--- config.mk ---
export PLATFORM = sky130hd
export DESIGN_NAME = safe_mode_ctrl
export DESIGN_NICKNAME = d
export VERILOG_FILES = /design/src/rtl/safe_mode_pkg.sv /design/src/rtl/mode_fsm.sv /design/src/rtl/out_gate.sv /design/src/rtl/deadline_mon.sv /design/src/rtl/safe_mode_ctrl.sv
export SDC_FILE = /design/constraint.sdc
export NUM_CORES = 1
export LEC_CHECK = 0
export BUFFER_PORTS_ARGS = -buffer_cell sky130_fd_sc_hd__buf_2
export CAP_MARGIN = 10
export CORE_MARGIN = 2
export CORE_UTILIZATION = 44
export DETAILED_ROUTE_END_ITERATION = 10
export PLACE_DENSITY = 0.78
export SLEW_MARGIN = 10
export SYNTH_ARGS = -nofsm -noshare
export SYNTH_HDL_FRONTEND = slang
export SYNTH_SLANG_ARGS = --single-unit
--- constraint.sdc ---
create_clock -name clk -period 2.1 [get_ports clk]
set_input_delay 0 -clock clk [delete_from_list [all_inputs] [get_ports clk]]
set_output_delay 0 -clock clk [all_outputs]
set_load 0.01 [all_outputs]
--- src/rtl/safe_mode_pkg.sv ---
package safe_mode_pkg;
  typedef enum logic [2:0] {
    M_STARTUP = 3'd0,
    M_RUN     = 3'd1,
    M_CONFIG  = 3'd2,
    M_UPGRADE = 3'd3,
    M_FATAL   = 3'd4
  } mode_e;
endpackage

--- src/rtl/mode_fsm.sv ---
module mode_fsm
  import safe_mode_pkg::*;
(
  input  logic  clk,
  input  logic  rst_n,
  input  logic  fault_int,
  input  logic  dl_err,
  input  logic  startup_ok,
  input  logic  cfg_req,
  input  logic  pwd_ok,
  input  logic  cfg_done,
  input  logic  upg_req,
  input  logic  upg_done,
  output mode_e mode_q
);
  mode_e mode_d;
  logic  mode_en;

  always_comb begin
    mode_d = mode_q;
    if (fault_int || dl_err) begin
      mode_d = M_FATAL;
    end else begin
      case (mode_q)
        M_STARTUP: if (startup_ok) mode_d = M_RUN;
        M_RUN: begin
          if (cfg_req && pwd_ok) mode_d = M_CONFIG;
          else if (upg_req)      mode_d = M_UPGRADE;
        end
        M_CONFIG:  if (cfg_done) mode_d = M_STARTUP;
        M_UPGRADE: if (upg_done) mode_d = M_STARTUP;
        M_FATAL:   mode_d = M_FATAL;
        default:   mode_d = M_FATAL;
      endcase
    end
  end

  assign mode_en = (mode_d != mode_q);

  always_ff @(posedge clk or negedge rst_n) begin
    if (!rst_n) begin
      mode_q <= M_STARTUP;
    end else if (mode_en) begin
      mode_q <= mode_d;
    end
  end

  // fatal mode is never left without reset
  assert_fatal_sticky_R8: assert property (@(posedge clk) disable iff (!rst_n)
    (mode_q == M_FATAL) |=> (mode_q == M_FATAL));

  // a raised fault always lands in fatal mode
  assert_fault_to_fatal_R8: assert property (@(posedge clk) disable iff (!rst_n)
    fault_int |=> (mode_q == M_FATAL));

  // no entry into configuration without a password match
  assert_no_unauth_cfg_R5: assert property (@(posedge clk) disable iff (!rst_n)
    (mode_q != M_CONFIG && !(cfg_req && pwd_ok)) |=> (mode_q != M_CONFIG));
endmodule

--- src/rtl/out_gate.sv ---
module out_gate #(
  parameter int N_OUT = 4
) (
  input  logic             run_en,
  input  logic [N_OUT-1:0] logic_out,
  input  logic [N_OUT-1:0] ext_fail,
  input  logic [N_OUT-1:0] off_sel,
  input  logic [N_OUT-1:0] off_level,
  output logic [N_OUT-1:0] drv_out,
  output logic [N_OUT-1:0] off_state
);
  for (genvar i = 0; i < N_OUT; i++) begin : g_ch
    logic in_off;
    assign in_off       = run_en && ext_fail[i] && off_sel[i];
    assign off_state[i] = in_off;
    always_comb begin
      if (!run_en)          drv_out[i] = 1'b0;
      else if (!ext_fail[i]) drv_out[i] = logic_out[i];
      else if (in_off)      drv_out[i] = off_level[i];
      else                  drv_out[i] = 1'b0;
    end
  end
endmodule

--- src/rtl/deadline_mon.sv ---
module deadline_mon #(
  parameter int N_OUT    = 4,
  parameter int LIMIT_MS = 500
) (
  input  logic             clk,
  input  logic             rst_n,
  input  logic             tick_1ms,
  input  logic             safe_req,
  input  logic [N_OUT-1:0] out_fb,
  output logic             dl_err
);
  localparam int CW = $clog2(LIMIT_MS + 1);

  logic [CW-1:0] cnt_q, cnt_d;
  logic          err_d;
  logic          pending;
  logic          cnt_en;

  assign pending = safe_req && (|out_fb);
  assign cnt_en  = tick_1ms || !pending;

  always_comb begin
    cnt_d = cnt_q;
    err_d = dl_err;
    if (!pending) begin
      cnt_d = '0;
    end else if (tick_1ms) begin
      if (cnt_q == CW'(LIMIT_MS - 1)) err_d = 1'b1;
      else                            cnt_d = cnt_q + 1'b1;
    end
  end

  always_ff @(posedge clk or negedge rst_n) begin
    if (!rst_n) begin
      cnt_q <= '0;
    end else if (cnt_en) begin
      cnt_q <= cnt_d;
    end
  end

  always_ff @(posedge clk or negedge rst_n) begin
    if (!rst_n) begin
      dl_err <= 1'b0;
    end else if (err_d) begin
      dl_err <= 1'b1;
    end
  end

  // the deadline error is sticky
  assert_err_sticky_R9: assert property (@(posedge clk) disable iff (!rst_n)
    dl_err |=> dl_err);

  // the error never rises without pending feedback and a tick
  assert_err_cause_R9: assert property (@(posedge clk) disable iff (!rst_n)
    (!dl_err && !(pending && tick_1ms)) |=> !dl_err);
endmodule

--- src/rtl/safe_mode_ctrl.sv ---
module safe_mode_ctrl
  import safe_mode_pkg::*;
#(
  parameter int N_OUT    = 4,
  parameter int LIMIT_MS = 500
) (
  input  logic             clk,
  input  logic             rst_n,
  input  logic             tick_1ms,
  input  logic             startup_ok,
  input  logic             fault_int,
  input  logic             cfg_req,
  input  logic             pwd_ok,
  input  logic             cfg_done,
  input  logic             upg_req,
  input  logic             upg_done,
  input  logic [N_OUT-1:0] logic_out,
  input  logic [N_OUT-1:0] ext_fail,
  input  logic [N_OUT-1:0] off_sel,
  input  logic [N_OUT-1:0] off_level,
  input  logic [N_OUT-1:0] out_fb,
  output logic [N_OUT-1:0] drv_out,
  output logic [N_OUT-1:0] off_state,
  output logic             cfg_accept,
  output logic [2:0]       mode,
  output logic             deadline_err
);
  mode_e mode_q;
  logic  dl_err;
  logic  run_en;

  mode_fsm u_fsm (
    .clk        (clk),
    .rst_n      (rst_n),
    .fault_int  (fault_int),
    .dl_err     (dl_err),
    .startup_ok (startup_ok),
    .cfg_req    (cfg_req),
    .pwd_ok     (pwd_ok),
    .cfg_done   (cfg_done),
    .upg_req    (upg_req),
    .upg_done   (upg_done),
    .mode_q     (mode_q)
  );

  assign run_en = (mode_q == M_RUN) && !fault_int && !dl_err;

  out_gate #(.N_OUT(N_OUT)) u_gate (
    .run_en    (run_en),
    .logic_out (logic_out),
    .ext_fail  (ext_fail),
    .off_sel   (off_sel),
    .off_level (off_level),
    .drv_out   (drv_out),
    .off_state (off_state)
  );

  deadline_mon #(.N_OUT(N_OUT), .LIMIT_MS(LIMIT_MS)) u_mon (
    .clk      (clk),
    .rst_n    (rst_n),
    .tick_1ms (tick_1ms),
    .safe_req (mode_q != M_RUN),
    .out_fb   (out_fb),
    .dl_err   (dl_err)
  );

  assign cfg_accept   = (mode_q == M_CONFIG);
  assign mode         = mode_q;
  assign deadline_err = dl_err;

  // outside run mode no output is driven
  assert_safe_outside_run_R8: assert property (@(posedge clk) disable iff (!rst_n)
    (mode_q != M_RUN) |-> (drv_out == '0 && off_state == '0));

  // a deadline error is followed by fatal mode
  assert_err_to_fatal_R9: assert property (@(posedge clk) disable iff (!rst_n)
    dl_err |=> (mode_q == M_FATAL));
endmodule

After elaboration in Yosys (flattened, before gate mapping). Index checks and enable logic that the tools add are counted.

Word-level logic and storage cells: 57. Bits of input ports: 30. Register bits after elaboration: 13.

Eq/ne operators: 8. Add/subtract/negate cells: 1. Reductions and logical operators: 20. Multiplexer cells: 25.

Operators by type and width (count): 9-bit two-way mux (3); 3-bit two-way mux (6); 1-bit two-way mux (15); 1-bit logical AND (12); 3-bit one-hot mux with 4 select lines (1); 9-bit by 1-bit adder with 9-bit output (second input constant) (1); 9-bit equality test (second input constant) (1); 3-bit by 2-bit equality test with 1-bit output (second input constant) (2); 2-bit inequality test (second input constant) (2); 4-bit OR reduction (1); 3-bit by 1-bit equality test with 1-bit output (second input constant) (1); 1-bit logical NOT (3); 3-bit logical NOT (1); 3-bit by 1-bit inequality test with 1-bit output (second input constant) (1); 3-bit inequality test (1); 3-bit AND reduction (1); 1-bit logical OR (2).

Logic depth before layout (Yosys ltp). Gate-level depths: netlist of run 1.

Depth after elaboration: 8. Gate-level depth with buffers: 5. Mapped depth without buffers: 4.

By module. A second synthesis of run 1 with hierarchy kept.

Cells, all modules: 88. Area total of the unflattened synthesis: 819.5 µm².

By module, submodules not included: deadline_mon (area an instance 513.0 µm², instances 1, cells each 50); mode_fsm (area an instance 141.4 µm², instances 1, cells each 14); out_gate (area an instance 138.9 µm², instances 1, cells each 21); safe_mode_ctrl (area an instance 26.3 µm², instances 1, cells each 3).

Worst setup path before layout of run 1. OpenSTA, ideal clock, no wires.

Path type: register -> output. Start point: register u_fsm.mode_q[2]. End point: output port off_state[0]. Path buffers: 2. Slack: 0.546 ns. Cell stages (with the launch flop): 6. Arrival: 1.554 ns. Path through: dfrtp_1 or3_4 or3b_1 buf_6 nor2_2 buf_4.

Cells in the longest elaborated chain, start to end: 5.

RTL lines: start, declared (line mode_fsm.sv:14) `output mode_e mode_q`; start signal, assigned (line mode_fsm.sv:44) `mode_q <= mode_d;`; 3-bit by 1-bit equality test with 1-bit output (line safe_mode_ctrl.sv:46) `assign run_en = (mode_q == M_RUN) && !fault_int && !dl_err;`; 1-bit logical AND (2 in series) (line safe_mode_ctrl.sv:46); 1-bit logical AND (2 in series) (line out_gate.sv:14) `assign in_off = run_en && ext_fail[i] && off_sel[i];`; end, declared (line safe_mode_ctrl.sv:23) `output logic [N_OUT-1:0] off_state,`.

Every way passes these cells.

Final worst setup path of run 1.
Start point: register u_fsm.mode_q[2]. End point: output port drv_out[3].

Cells in the longest elaborated chain, start to end: 8.

RTL lines: 3-bit by 1-bit equality test with 1-bit output * (line safe_mode_ctrl.sv:46); 1-bit logical AND * (2 in series) (line safe_mode_ctrl.sv:46); 1-bit logical AND (2 in series) (line out_gate.sv:14); 1-bit two-way mux (line out_gate.sv:19) `else if (in_off) drv_out[i] = off_level[i];`; 1-bit two-way mux (line out_gate.sv:18) `else if (!ext_fail[i]) drv_out[i] = logic_out[i];`; 1-bit two-way mux * (line out_gate.sv:17) `if (!run_en) drv_out[i] = 1'b0;`; end, declared (line safe_mode_ctrl.sv:22) `output logic [N_OUT-1:0] drv_out,`.

Mark *: on every way between the ends. The rest lies on a longest branch, timed or not.

==> results of run 1 <==
-- path summary, 6_finish.rpt --
kind | endpoint | slack (ns) | cells after the start
worst max-delay path | drv_out[3] | 0.1 | 4
worst min-delay path | u_fsm.mode_q[1] | 0.04 | 3
worst max register to register | u_mon.cnt_q[3] | 0.64 | 3
worst min register to register | u_mon.dl_err | 0.50 | 1
max in group asynchronous | u_fsm.mode_q[1] | 1.75 | 2
min in group asynchronous | u_mon.cnt_q[4] | 0.12 | 2
-- sequential cells by signal (all words and copies together), names as in the netlist --
register	flops
u_mon.dl_err	1
u_mon.cnt_q	9
u_fsm.mode_q	3
-- synth_stat cells, types with 2 or more instances --
library cell   n  share of area [%]
dfrtp_1       13                 38
nand2_1       10                4.4
a21oi_1        7                4.1
nand3_1        7                4.1
nand2b_1       5                3.7
a21oi_2        4                4.1
buf_4          4                3.5
nand4_1        4                2.9
o21ai_0        4                2.3
or3_1          4                2.9
nor2_1         3                1.3
nor2_2         3                2.2
clkbuf_1       2               0.88
mux2i_1        2                2.3
nand3b_1       2                1.8
xor2_1         2                2.1
-- power by group --
group	leakage, nW	switching, mW	total [mW]	internal [mW]
Sequential	0.170	0.0599	0.357	0.297
Combinational	0.337	0.0769	0.163	0.0866
Clock	0.0150	0.0825	0.156	0.0736
-- cells in the final DEF, fill, tap and decap left out, types with 4 or more instances in the layout --
cell,n
dfrtp_1,13
nand3_1,7
nand4_1,4
a21oi_1,7
nand2b_1,5
nand2_1,10
or3_1,4
a21oi_2,4
buf_2,42
o21ai_0,4
-- layer usage --
layer	vias up	track usage [%]	share of wire, %	routed length (um)
met5	-	0	0	0
met4	0	4.86	0.83	15
met3	4	2.26	9.1	165
met2	41	30.1	48	865
met1	385	18.7	42	766
li1	425	-	-	-
-- cell families after synthesis --
logic type	after synthesis	share of synthesized area [%]
adders and majority gates	1	1.47
xor gates and xnor gates	2	2.05
and+or+nand+nor	45	30.5
buffers and inverters	10	7.18
DFF	13	38.1
muxes	3	3.67
AOI/OAI and AO/OA	21	17.0
-- what timing repair did --
action / in CTS / in global routing
endpoints found under the hold margin: 16 / 0
setup endpoints to repair: 0 / 0
hold buffers: 3 / 0
-- layout make-up --
type / count / area [um2]
clock buffers: 4 / 26.3
fillers: 166 / 689
inverters: 1 / 3.75
multi-input cells: 72 / 467
flip-flops and latches: 13 / 325
well taps: 25 / 31.3
repair buffers: 45 / 240
-- worst max-delay path, delay by kind of cell, from the launching register on --
family | cells | cell delay, ns
and+or+nand+nor | 2 | 1.00
AOI/OAI and AO/OA | 1 | 0.18
buffers and inverters | 1 | 0.14
DFF | 1 | 0.41
==> key figures, run 1 <==
Drt
  • Via count: 855
  • Initial DRC count: 20
  • Number of routed nets with antenna violations: 0
  • DR pass1 iterations: 4
  • Residual DRC: 0
  • Via/cell ratio: 5.34
  • DR WL/cell: 11.3 um
  • Detailed Route WL: 1810 um

Clock network
  • Buffer depth of the longest clock path: 2
  • CTS tree: yes
  • Worst-Skew Late Latency: 0.28 ns
  • Clock slew at reported path FFs: 0.07 ns
  • CTS buffer count: 3
  • Post-CTS sizing: 0
  • H-tree levels: 1
  • Clock Tree Root: clkbuf_4
  • Postcts setup bufs: 0
  • Sink Count: 13

STA
  • Final min period: 2.00 ns
  • Fin. max-slew vios: 0
  • Final setup viols: 0
  • Rel. slew slack: 70.2%
  • Peak Freq: 500 MHz
  • Worst-margin pin slew: 0.447 ns
  • Worst Skew: 0.00748 ns
  • Worst Hold Slack: 0.0385 ns
  • RSZ-0062 raised after global routing: no
  • Fin Setup TNS: 0 ns
  • Final Cycle Share: 95.3%
  • Final WS setup: 0.0995 ns
  • Final hold vios: 0

Cells and area
  • Nets: 167
  • Layout Area Growth over Synthesis: 28.2%
  • Share of cells above drive strength 1: 41.5%
  • Layout Utilization: 61.3%
  • Final Cell Area: 0.00109 mm2
  • Fin cells: 160
  • Antenna cells: 0

Die
  • Num rows: 15
  • Die ar.: 0.00231 mm2
  • Starting density of the core: 47.9%
  • I/O Pins: 43
  • Die H: 48.0 um
  • Chip width: 48.0 um
  • Core Footprint: 0.00178 mm2

Yosys
  • Cells after Synth: 95
  • Cell variety after synth: 35
  • Top_reg_cell synth: dfrtp_1
  • Asr flop ratio synth: 100%
  • Synthesis-stage register bit count: 13
  • Post-Syn Area per Cell: 8.98 um2
  • Sequential area share after synthesis: 38.1%
  • Mapped Nets: 126
  • Cell Area, Synth: 853 um2
  • YS warnings: 0
  • Post-synth EDFFs: 0

Critical path
  • CP max stage cell: or3b_1
  • CP startpoint kind: register
  • Critical path data required time: 2.10 ns
  • Cell Chain, Critical Path: or3_4, or3b_1, a21oi_2, buf_2
  • Crit Path Category: reg -> out
  • Worst Path Arrival: 2.00 ns
  • CP startpoint: u_fsm.mode_q[2]
  • Slowest stage delay, CP: 0.59 ns
  • Reg2reg start: u_fsm.mode_q[0]
  • Worst Path Max Fanout: 8
  • CP Capture Type: primary output

Job
  • Max-cap viol count: 0

Place
  • Pre-CTS WS: 0.398 ns
  • DP Wirelength: 1430 um
  • # port buffers: 42
  • Cells after DPL: 153
  • Placed instance area: 0.00104 mm2
  • Placer Congestion: 0.814

Global routing
  • Gr usage total: 16.1%
  • GRT overflow: 0
  • First-pass GRT wire length: 2640 um
  • Initial antenna violation count: 0
  • Vias in the first global route: 684
  • Largest net degree at the start of global routing: 14

Run status
  • Status: finished, final reports clean

Pwr
  • Static Leakage: 0.522 nW
  • Power Total: 0.676 mW
  • PwrDens: 618 mW/mm2
  • Worst VDD drop: 0.498 mV

Min path
  • Hold Crit Class: in -> reg
  • Min-delay src: cfg_done
No activity file was read; power rests on OpenSTA's default activity.
==> run 2: changes to the inputs <==
--- a/config.mk
+++ b/config.mk
@@ -5,12 +5,13 @@
 export SDC_FILE = /design/constraint.sdc
 export NUM_CORES = 1
 export LEC_CHECK = 0
+export ABC_AREA = 1
 export BUFFER_PORTS_ARGS = -buffer_cell sky130_fd_sc_hd__buf_2
 export CAP_MARGIN = 10
 export CORE_MARGIN = 2
-export CORE_UTILIZATION = 44
+export CORE_UTILIZATION = 45
 export DETAILED_ROUTE_END_ITERATION = 10
-export PLACE_DENSITY = 0.78
+export PLACE_DENSITY = 0.75
 export SLEW_MARGIN = 10
 export SYNTH_ARGS = -nofsm -noshare
 export SYNTH_HDL_FRONTEND = slang
==> run 2 against run 1 <==
  * The flow now finishes with violations (hold timing)
  * Clock power about the same
  * Maximum frequency increased by 29%
  * Count of clock-buffer cells in the layout unchanged
  * Flip-flop and latch count unchanged
  * Largest cell class unchanged
  * Routed wire length increased by 27%
  * Via count increased by 24%
  * Utilization decreased by 2.8 points
  * Sequential share of layout area decreased by 5.1 points
  * Final area increased by 21%
  * Synthesized area increased by 28%
==> key figures, run 2 <==
Cells and area
  • Largest reg by FF count: u_mon.cnt_q
  • Share of cells above drive strength 1: 36.9% (-4.6 points)
  • Antenna cells: 0 (unchanged)
  • Fill cells: 215 (+30%)
  • Commonest cells after routing, fill and taps aside: 46 x nand2_1, 42 x buf_2, 18 x nand3_1, 17 x inv_1, 16 x nor2_1
  • Biggest regs: u_mon.cnt_q x9, u_fsm.mode_q x3, u_mon.dl_err x1
  • Max reg flops: 9 (unchanged)
  • Nets: 227 (+36%)
  • Most common cell after layout, fill and taps aside: nand2_1
  • Layout Area Growth over Synthesis: 21.0%
  • Layout Utilization: 58.5% (-2.8 points)
  • Fin cells: 223 (+39%)

Yosys
  • Count leader, synth: nand2_1
  • Synthesis-stage register bit count: 13 (unchanged)
  • Area share of the largest cell type after synthesis: 29.9% (-8.3 points)
  • Main area contributors after synthesis: dfrtp_1 30%, nand2_1 16%, nand3_1 8.3%
  • Asr flop ratio synth: 100% (unchanged)
  • Sequential area share after synthesis: 29.9% (-8.3 points)
  • Mapped Nets: 185 (+47%)
  • Cells after Synth: 154 (+62%)
  • Cell Area, Synth: 0.00109 mm2 (+28%)
  • Top_reg_cell synth: dfrtp_1
  • Post-synth top cells: 46 x nand2_1, 18 x nand3_1, 17 x inv_1, 16 x nor2_1, 13 x dfrtp_1
  • Post-Syn Area per Cell: 7.08 um2 (-21%)
  • Yosys top cell by area: dfrtp_1
  • Cell variety after synth: 26 (-26%)
  • YS warnings: 0 (unchanged)
  • Post-synth EDFFs: 0 (unchanged)

Die
  • Die ar.: 0.00283 mm2 (+23%)
  • I/O Pins: 43 (unchanged)
  • Chip width: 53.2 um (+11%)
  • Die H: 53.2 um (+11%)
  • Starting density of the core: 48.3% (+0.48 points)
  • Core Footprint: 0.00225 mm2 (+26%)
  • Num rows: 17 (+2)

STA
  • Peak Freq: 646 MHz (+29%)
  • Final hold vios: 1 (+1)
  • RSZ-0062 raised after global routing: no
  • Final setup viols: 0 (unchanged)
  • Worst-margin pin slew: 0.291 ns (-0.156 ns)
  • Final min period: 1.55 ns (-0.453 ns)
  • Fin. max-slew vios: 0 (unchanged)
  • Fin Setup TNS: 0 ns (unchanged)
  • Worst Skew: 0.00721 ns (-0.000266 ns)
  • Final Cycle Share: 73.7% (-22 points)
  • Rel. slew slack: 80.6% (+10 points)
  • Worst Hold Slack: -0.000491 ns (-0.0390 ns)

Pwr
  • Static Leakage: 0.742 nW (+42%)
  • Worst VDD drop: 0.363 mV (-27%)
  • PwrDens: 529 mW/mm2 (-14%)
  • Power Total: 0.697 mW (+3.1%)

Drt
  • DR WL/cell: 10.3 um (-8.7%)
  • Residual DRC: 0 (unchanged)
  • Number of routed nets with antenna violations: 0 (unchanged)
  • Via count: 1057 (+24%)
  • DR pass1 iterations: 4 (unchanged)
  • Initial DRC count: 16 (-20%)
  • Detailed Route WL: 2310 um (+27%)
  • Via/cell ratio: 4.74 (-11%)

Critical path
  • CP startpoint kind: register
  • Worst Path Arrival: 1.55 ns (-0.45 ns)
  • Crit Path Category: reg -> out
  • CP Capture Type: primary output
  • Worst reg-to-reg path cell count: 8 (+5)
  • Reg2reg start: u_mon.cnt_q[0]
  • Critical path data required time: 2.10 ns (about the same)
  • Worst Path Max Fanout: 8 (unchanged)
  • R2r endpoint: u_mon.cnt_q[6]
  • Reg2reg setup slack: 0.67 ns (+0.03 ns)

Clock network
  • CTS buffer count: 3 (unchanged)
  • H-tree levels: 1 (unchanged)
  • Sink Count: 13 (unchanged)
  • Clock slew at reported path FFs: 0.07 ns (about the same)
  • Postcts setup bufs: 0 (unchanged)
  • Buffer depth of the longest clock path: 2 (unchanged)
  • Clock Tree Root: clkbuf_4
  • Worst-Skew Late Latency: 0.28 ns (about the same)
  • CTS tree: yes

Place
  • Cells after DPL: 218 (+42%)
  • # port buffers: 42 (unchanged)
  • Placer Congestion: 0.847 (+4.1%)
  • DP Wirelength: 1920 um (+35%)

Run status
  • Status: finished with violations
  • Failing checks: hold timing

Min path
  • Worst Hold End: u_fsm.mode_q[0]
  • Hold Crit Class: in -> reg
  • Min-delay src: fault_int
  • Hold Crit Depth: 4 (+1)

Global routing
  • Gr usage total: 18.2% (+2.1 points)
  • GRT overflow: 0 (unchanged)
  • First-pass GRT wire length: 3820 um (+44%)
  • Largest net degree at the start of global routing: 14 (unchanged)
  • Initial antenna violation count: 0 (unchanged)
  • Vias in the first global route: 938 (+37%)

Job
  • Max-cap viol count: 0 (unchanged)
==> run 2: changes by cell type in the layout (fill, tap and decap cells not counted), sizes merged, moves of 6 or more <==
cell and delta:
inv +19, nand2 +47, a21oi -6, nand3 +11
nor2 +17
==> run 2: layout make-up <==
cell class | instances | area, um2 | share of cell area [%]
tap | 28 | 35.0 | 2.66
multi-input combinational | 115 | 634 | 48.1
timing repair buffer | 43 | 220 | 16.7
sequential | 13 | 325 | 24.7
inverter | 20 | 77.6 | 5.88
clock buffer | 4 | 26.3 | 1.99
==> run 2: how the worst max path moves through the flow <==
| stage | startpoint | to | slack [ns] | cells past startpoint |
|---|---|---|---|---|
| final | u_fsm.mode_q[2] | drv_out[1] | 0.55 | 8 |
| after global routing | u_fsm.mode_q[2] | drv_out[2] | 0.43 | 8 |
| after CTS | u_fsm.mode_q[2] | drv_out[1] | 0.54 | 8 |
| after detailed placement | u_mon.cnt_q[0] | u_mon.cnt_q[5] | 0.70 | 8 |
| after global placement | u_mon.cnt_q[0] | u_mon.cnt_q[8] | 0.76 | 8 |
| after floorplan | u_mon.cnt_q[0] | u_mon.cnt_q[5] | 0.83 | 8 |
==> run 2: through the flow <==
stage | hold slack (ns) | instance area (um2) | setup WS (ns)
after floorplan | -0.296 | 1090 | 0.827
after global placement | -0.102 | 1280 | 0.758
after detailed placement | -0.100 | 1280 | 0.697
after CTS | 0.00844 | 1320 | 0.538
after global routing | 0.0419 | 1320 | 0.432
final | -0.000491 | 1320 | 0.552
==> run 2: cell families after synthesis <==
logic type	after synthesis	synth area share [%]
buffers and inverters	26	11.9
flip-flops	13	29.9
XOR/XNOR	2	1.61
adder cells (fa/ha/maj)	1	1.15
AND/OR/NAND/NOR	102	49.0
AO/OA/AOI/OAI	10	6.43
==> run 2: critical path: stages (launching register included) <==
cell and delay [ns]:
dfrtp_1 0.42, nor2_2 0.19, nand2_4 0.09, inv_4 0.09, nand2_8 0.08, nor2_4 0.11
nand2_2 0.05, a21oi_2 0.10, buf_2 0.13
==> run 2: what timing repair did <==
action	4_1_cts	5_1_grt
hold buffers	1	0
resized for setup	0	0
hold endpoints to repair	13	0
==> run 2: power breakdown <==
group	total (mW)	switching [mW]	internal (mW)
clock	0.156	0.0825	0.0739
sequential	0.339	0.0501	0.289
combinational	0.202	0.114	0.0887
==> run 2: layer usage <==
layer | vias to the layer above | global-route usage, % | part of all wire (%) | wire, um
met5 | - | 0 | 0 | 0
met4 | 0 | 7.69 | 1.7 | 39
met3 | 4 | 0.847 | 5.5 | 127
met2 | 44 | 30.0 | 47 | 1090
met1 | 454 | 24.5 | 45 | 1050
li1 | 555 | - | - | -
==> run 3: changes to the inputs <==
--- a/config.mk
+++ b/config.mk
@@ -9,7 +9,7 @@
 export BUFFER_PORTS_ARGS = -buffer_cell sky130_fd_sc_hd__buf_2
 export CAP_MARGIN = 10
 export CORE_MARGIN = 2
-export CORE_UTILIZATION = 45
+export CORE_UTILIZATION = 43
 export DETAILED_ROUTE_END_ITERATION = 10
 export PLACE_DENSITY = 0.75
 export SLEW_MARGIN = 10
==> constraint.sdc (replaced) <==
create_clock -name clk -period 1.4 [get_ports clk]
set_input_delay 0 -clock clk [delete_from_list [all_inputs] [get_ports clk]]
set_output_delay 0 -clock clk [all_outputs]
set_load 0.01 [all_outputs]
==> run 3 against run 2 <==
  * The run ends with setup timing left
  * Critical path depth unchanged
  * Final area increased by 8.9%
  * Worst hold slack improved by 0.0062 ns
  * Sequential power increased by 51%
  * Sequential share of layout area decreased by 2.0 points
  * First-iteration DRC count increased by 13%
  * Worst setup slack got worse by 0.62 ns
  * Non-clock buffer count increased by 12
  * Flip-flop and latch count unchanged
  * Critical path type unchanged
  * Largest cell class unchanged
  * Largest power group unchanged
==> key figures, run 3 (synthesized netlist as in run 2, its figures left out) <==
Run status
  • Status: finished with violations
  • Failing checks: setup timing

Cells and area
  • Biggest regs: u_mon.cnt_q x9, u_fsm.mode_q x3, u_mon.dl_err x1
  • Antenna cells: 0 (unchanged)
  • Final Cell Area: 0.00144 mm2 (+8.9%)
  • Largest reg by FF count: u_mon.cnt_q
  • Commonest cells after routing, fill and taps aside: 46 x nand2_1, 41 x buf_2, 18 x nand3_1, 17 x inv_1, 16 x nor2_1
  • Share of cells above drive strength 1: 41.1% (+4.1 points)
  • Layout Area Growth over Synthesis: 31.8%
  • Nets: 239 (+5.3%)
  • Most common cell after layout, fill and taps aside: nand2_1
  • Max reg flops: 9 (unchanged)

STA
  • Worst-margin pin slew: 0.312 ns (+0.0210 ns)
  • Worst Skew: 0.00429 ns (-0.00292 ns)
  • Peak Freq: 683 MHz
  • Final WS setup: -0.0637 ns (-0.616 ns)
  • Final min period: 1.46 ns
  • Final Cycle Share: 105%
  • Fin. max-slew vios: 0 (unchanged)
  • RSZ-0062 raised after global routing: yes
  • Final setup viols: 5 (+5)
  • Final hold vios: 0 (-1)
  • Rel. slew slack: 79.2% (-1.4 points)

Pwr
  • PwrDens: 766 mW/mm2 (+45%)
  • Static Leakage: 0.803 nW (+8.3%)
  • Power Total: 1.10 mW (+58%)
  • Worst VDD drop: 0.584 mV (+61%)

Global routing
  • First-pass GRT wire length: 4100 um (+7.4%)
  • Largest net degree at the start of global routing: 14 (unchanged)
  • Vias in the first global route: 1002 (+6.8%)
  • Initial antenna violation count: 0 (unchanged)
  • GRT overflow: 0 (unchanged)
  • Gr usage total: 19.1% (+0.96 points)

Die
  • Num rows: 18 (+1)
  • Die H: 54.3 um (+2.1%)
  • Die ar.: 0.00295 mm2 (+4.3%)
  • Core Footprint: 0.00243 mm2 (+7.9%)
  • Starting density of the core: 44.8% (-3.5 points)
  • I/O Pins: 43 (unchanged)
  • Chip width: 54.3 um (+2.1%)

Min path
  • Min-delay src: fault_int
  • Hold Crit Class: in -> reg
  • Hold Crit Depth: 4 (unchanged)
  • Worst Hold End: u_fsm.mode_q[0]

Clock network
  • Buffer depth of the longest clock path: 2 (unchanged)
  • H-tree levels: 1 (unchanged)
  • Sink Count: 13 (unchanged)
  • Worst-Skew Late Latency: 0.27 ns (about the same)
  • CTS buffer count: 3 (unchanged)
  • CTS tree: yes
  • Clock Tree Root: clkbuf_4
  • Clock slew at reported path FFs: 0.08 ns (about the same)

Drt
  • Via/cell ratio: 4.84 (+2.0%)
  • DR pass1 iterations: 4 (unchanged)
  • Number of routed nets with antenna violations: 0 (unchanged)
  • Residual DRC: 0 (unchanged)
  • Initial DRC count: 18 (+2)
  • DR WL/cell: 10.9 um (+5.0%)
  • Via count: 1146 (+8.4%)
  • Detailed Route WL: 2570 um (+12%)

Critical path
  • Worst Path Max Fanout: 6 (-2)
  • Reg2reg start: u_mon.cnt_q[0]
  • Reg2reg setup slack: 0.07 ns (-0.60 ns)
  • Crit Path Category: reg -> out
  • Worst Path Arrival: 1.46 ns (-0.09 ns)
  • R2r endpoint: u_mon.cnt_q[4]
  • CP Capture Type: primary output
  • CP startpoint kind: register
  • Worst reg-to-reg path cell count: 8 (unchanged)
  • Critical path data required time: 1.40 ns (-0.70 ns)

Place
  • DP Wirelength: 1970 um (+2.6%)
  • Placer Congestion: 0.833 (-1.7%)
  • Placed instance area: 0.00129 mm2 (+0.78%)
  • # port buffers: 42 (unchanged)

Job
  • Max-cap viol count: 0 (unchanged)
[run 3: metrics by stage]
stage	cells	TNS [ns]	util [%]	hold slack [ns]	setup WS, ns
finish	237	-0.237	59.1	0.00576	-0.0637
global route	237	-0.661	59.1	0.0286	-0.145
CTS	232	-0.247	56.9	0.00531	-0.0835
detailed placement	221	0	53.1	-0.0928	0.0157
global placement	221	0	53.1	-0.101	0.126
floorplan	154	0	-	-0.296	0.127
[run 3: how the worst max path moves through the flow]
stage                     depth (start not counted)             from  slack [ns]             end
after floorplan                                   8   u_mon.cnt_q[0]        0.13  u_mon.cnt_q[5]
after global placement                            8   u_mon.cnt_q[0]        0.13  u_mon.cnt_q[6]
after detailed placement                          8   u_mon.cnt_q[0]        0.02  u_mon.cnt_q[8]
after CTS                                         8  u_fsm.mode_q[1]       -0.08      drv_out[1]
after global routing                              8  u_fsm.mode_q[2]       -0.14      drv_out[1]
final                                             8  u_fsm.mode_q[2]       -0.06      drv_out[3]
[run 3: routing by layer]
metal	global-route usage, %	share of wire (%)
met1	22.3	41
met2	32.9	54
met3	2.46	3.7
met4	12.1	2.1
met5	0	0
[run 3: timing repair]
action	CTS	global route
endpoints found under the hold margin	13	0
resized for setup	2	5
endpoints found under the setup margin	8	11
hold buffers	1	0
pin swaps	2	5
setup buffers	6	5
[run 3: report_power, final]
| group | switching (mW) | leakage, nW | total [mW] | internal (mW) |
|---|---|---|---|---|
| Clock | 0.126 | 0.0150 | 0.236 | 0.110 |
| Sequential | 0.0799 | 0.171 | 0.513 | 0.433 |
| Combinational | 0.198 | 0.617 | 0.351 | 0.153 |
| Total | 0.404 | 0.803 | 1.10 | 0.696 |
[run 3: layout make-up]
| class | instances | area, um2 |
|---|---|---|
| flip-flops and latches | 13 | 325 |
| multi-input cells | 115 | 647 |
| inverters | 20 | 80.1 |
| fillers | 225 | 996 |
| well taps | 30 | 37.5 |
| repair buffers | 55 | 320 |
| clock buffers | 4 | 26.3 |
[run 3: worst max-delay path, stage by stage, from the launching register on]
cell and delay, ns:
dfrtp_1 0.41, nor2_4 0.15, nand2_4 0.07, inv_4 0.08
nand2_8 0.07, nor2_4 0.12, nand2_2 0.05, a21oi_2 0.10
buf_2 0.13
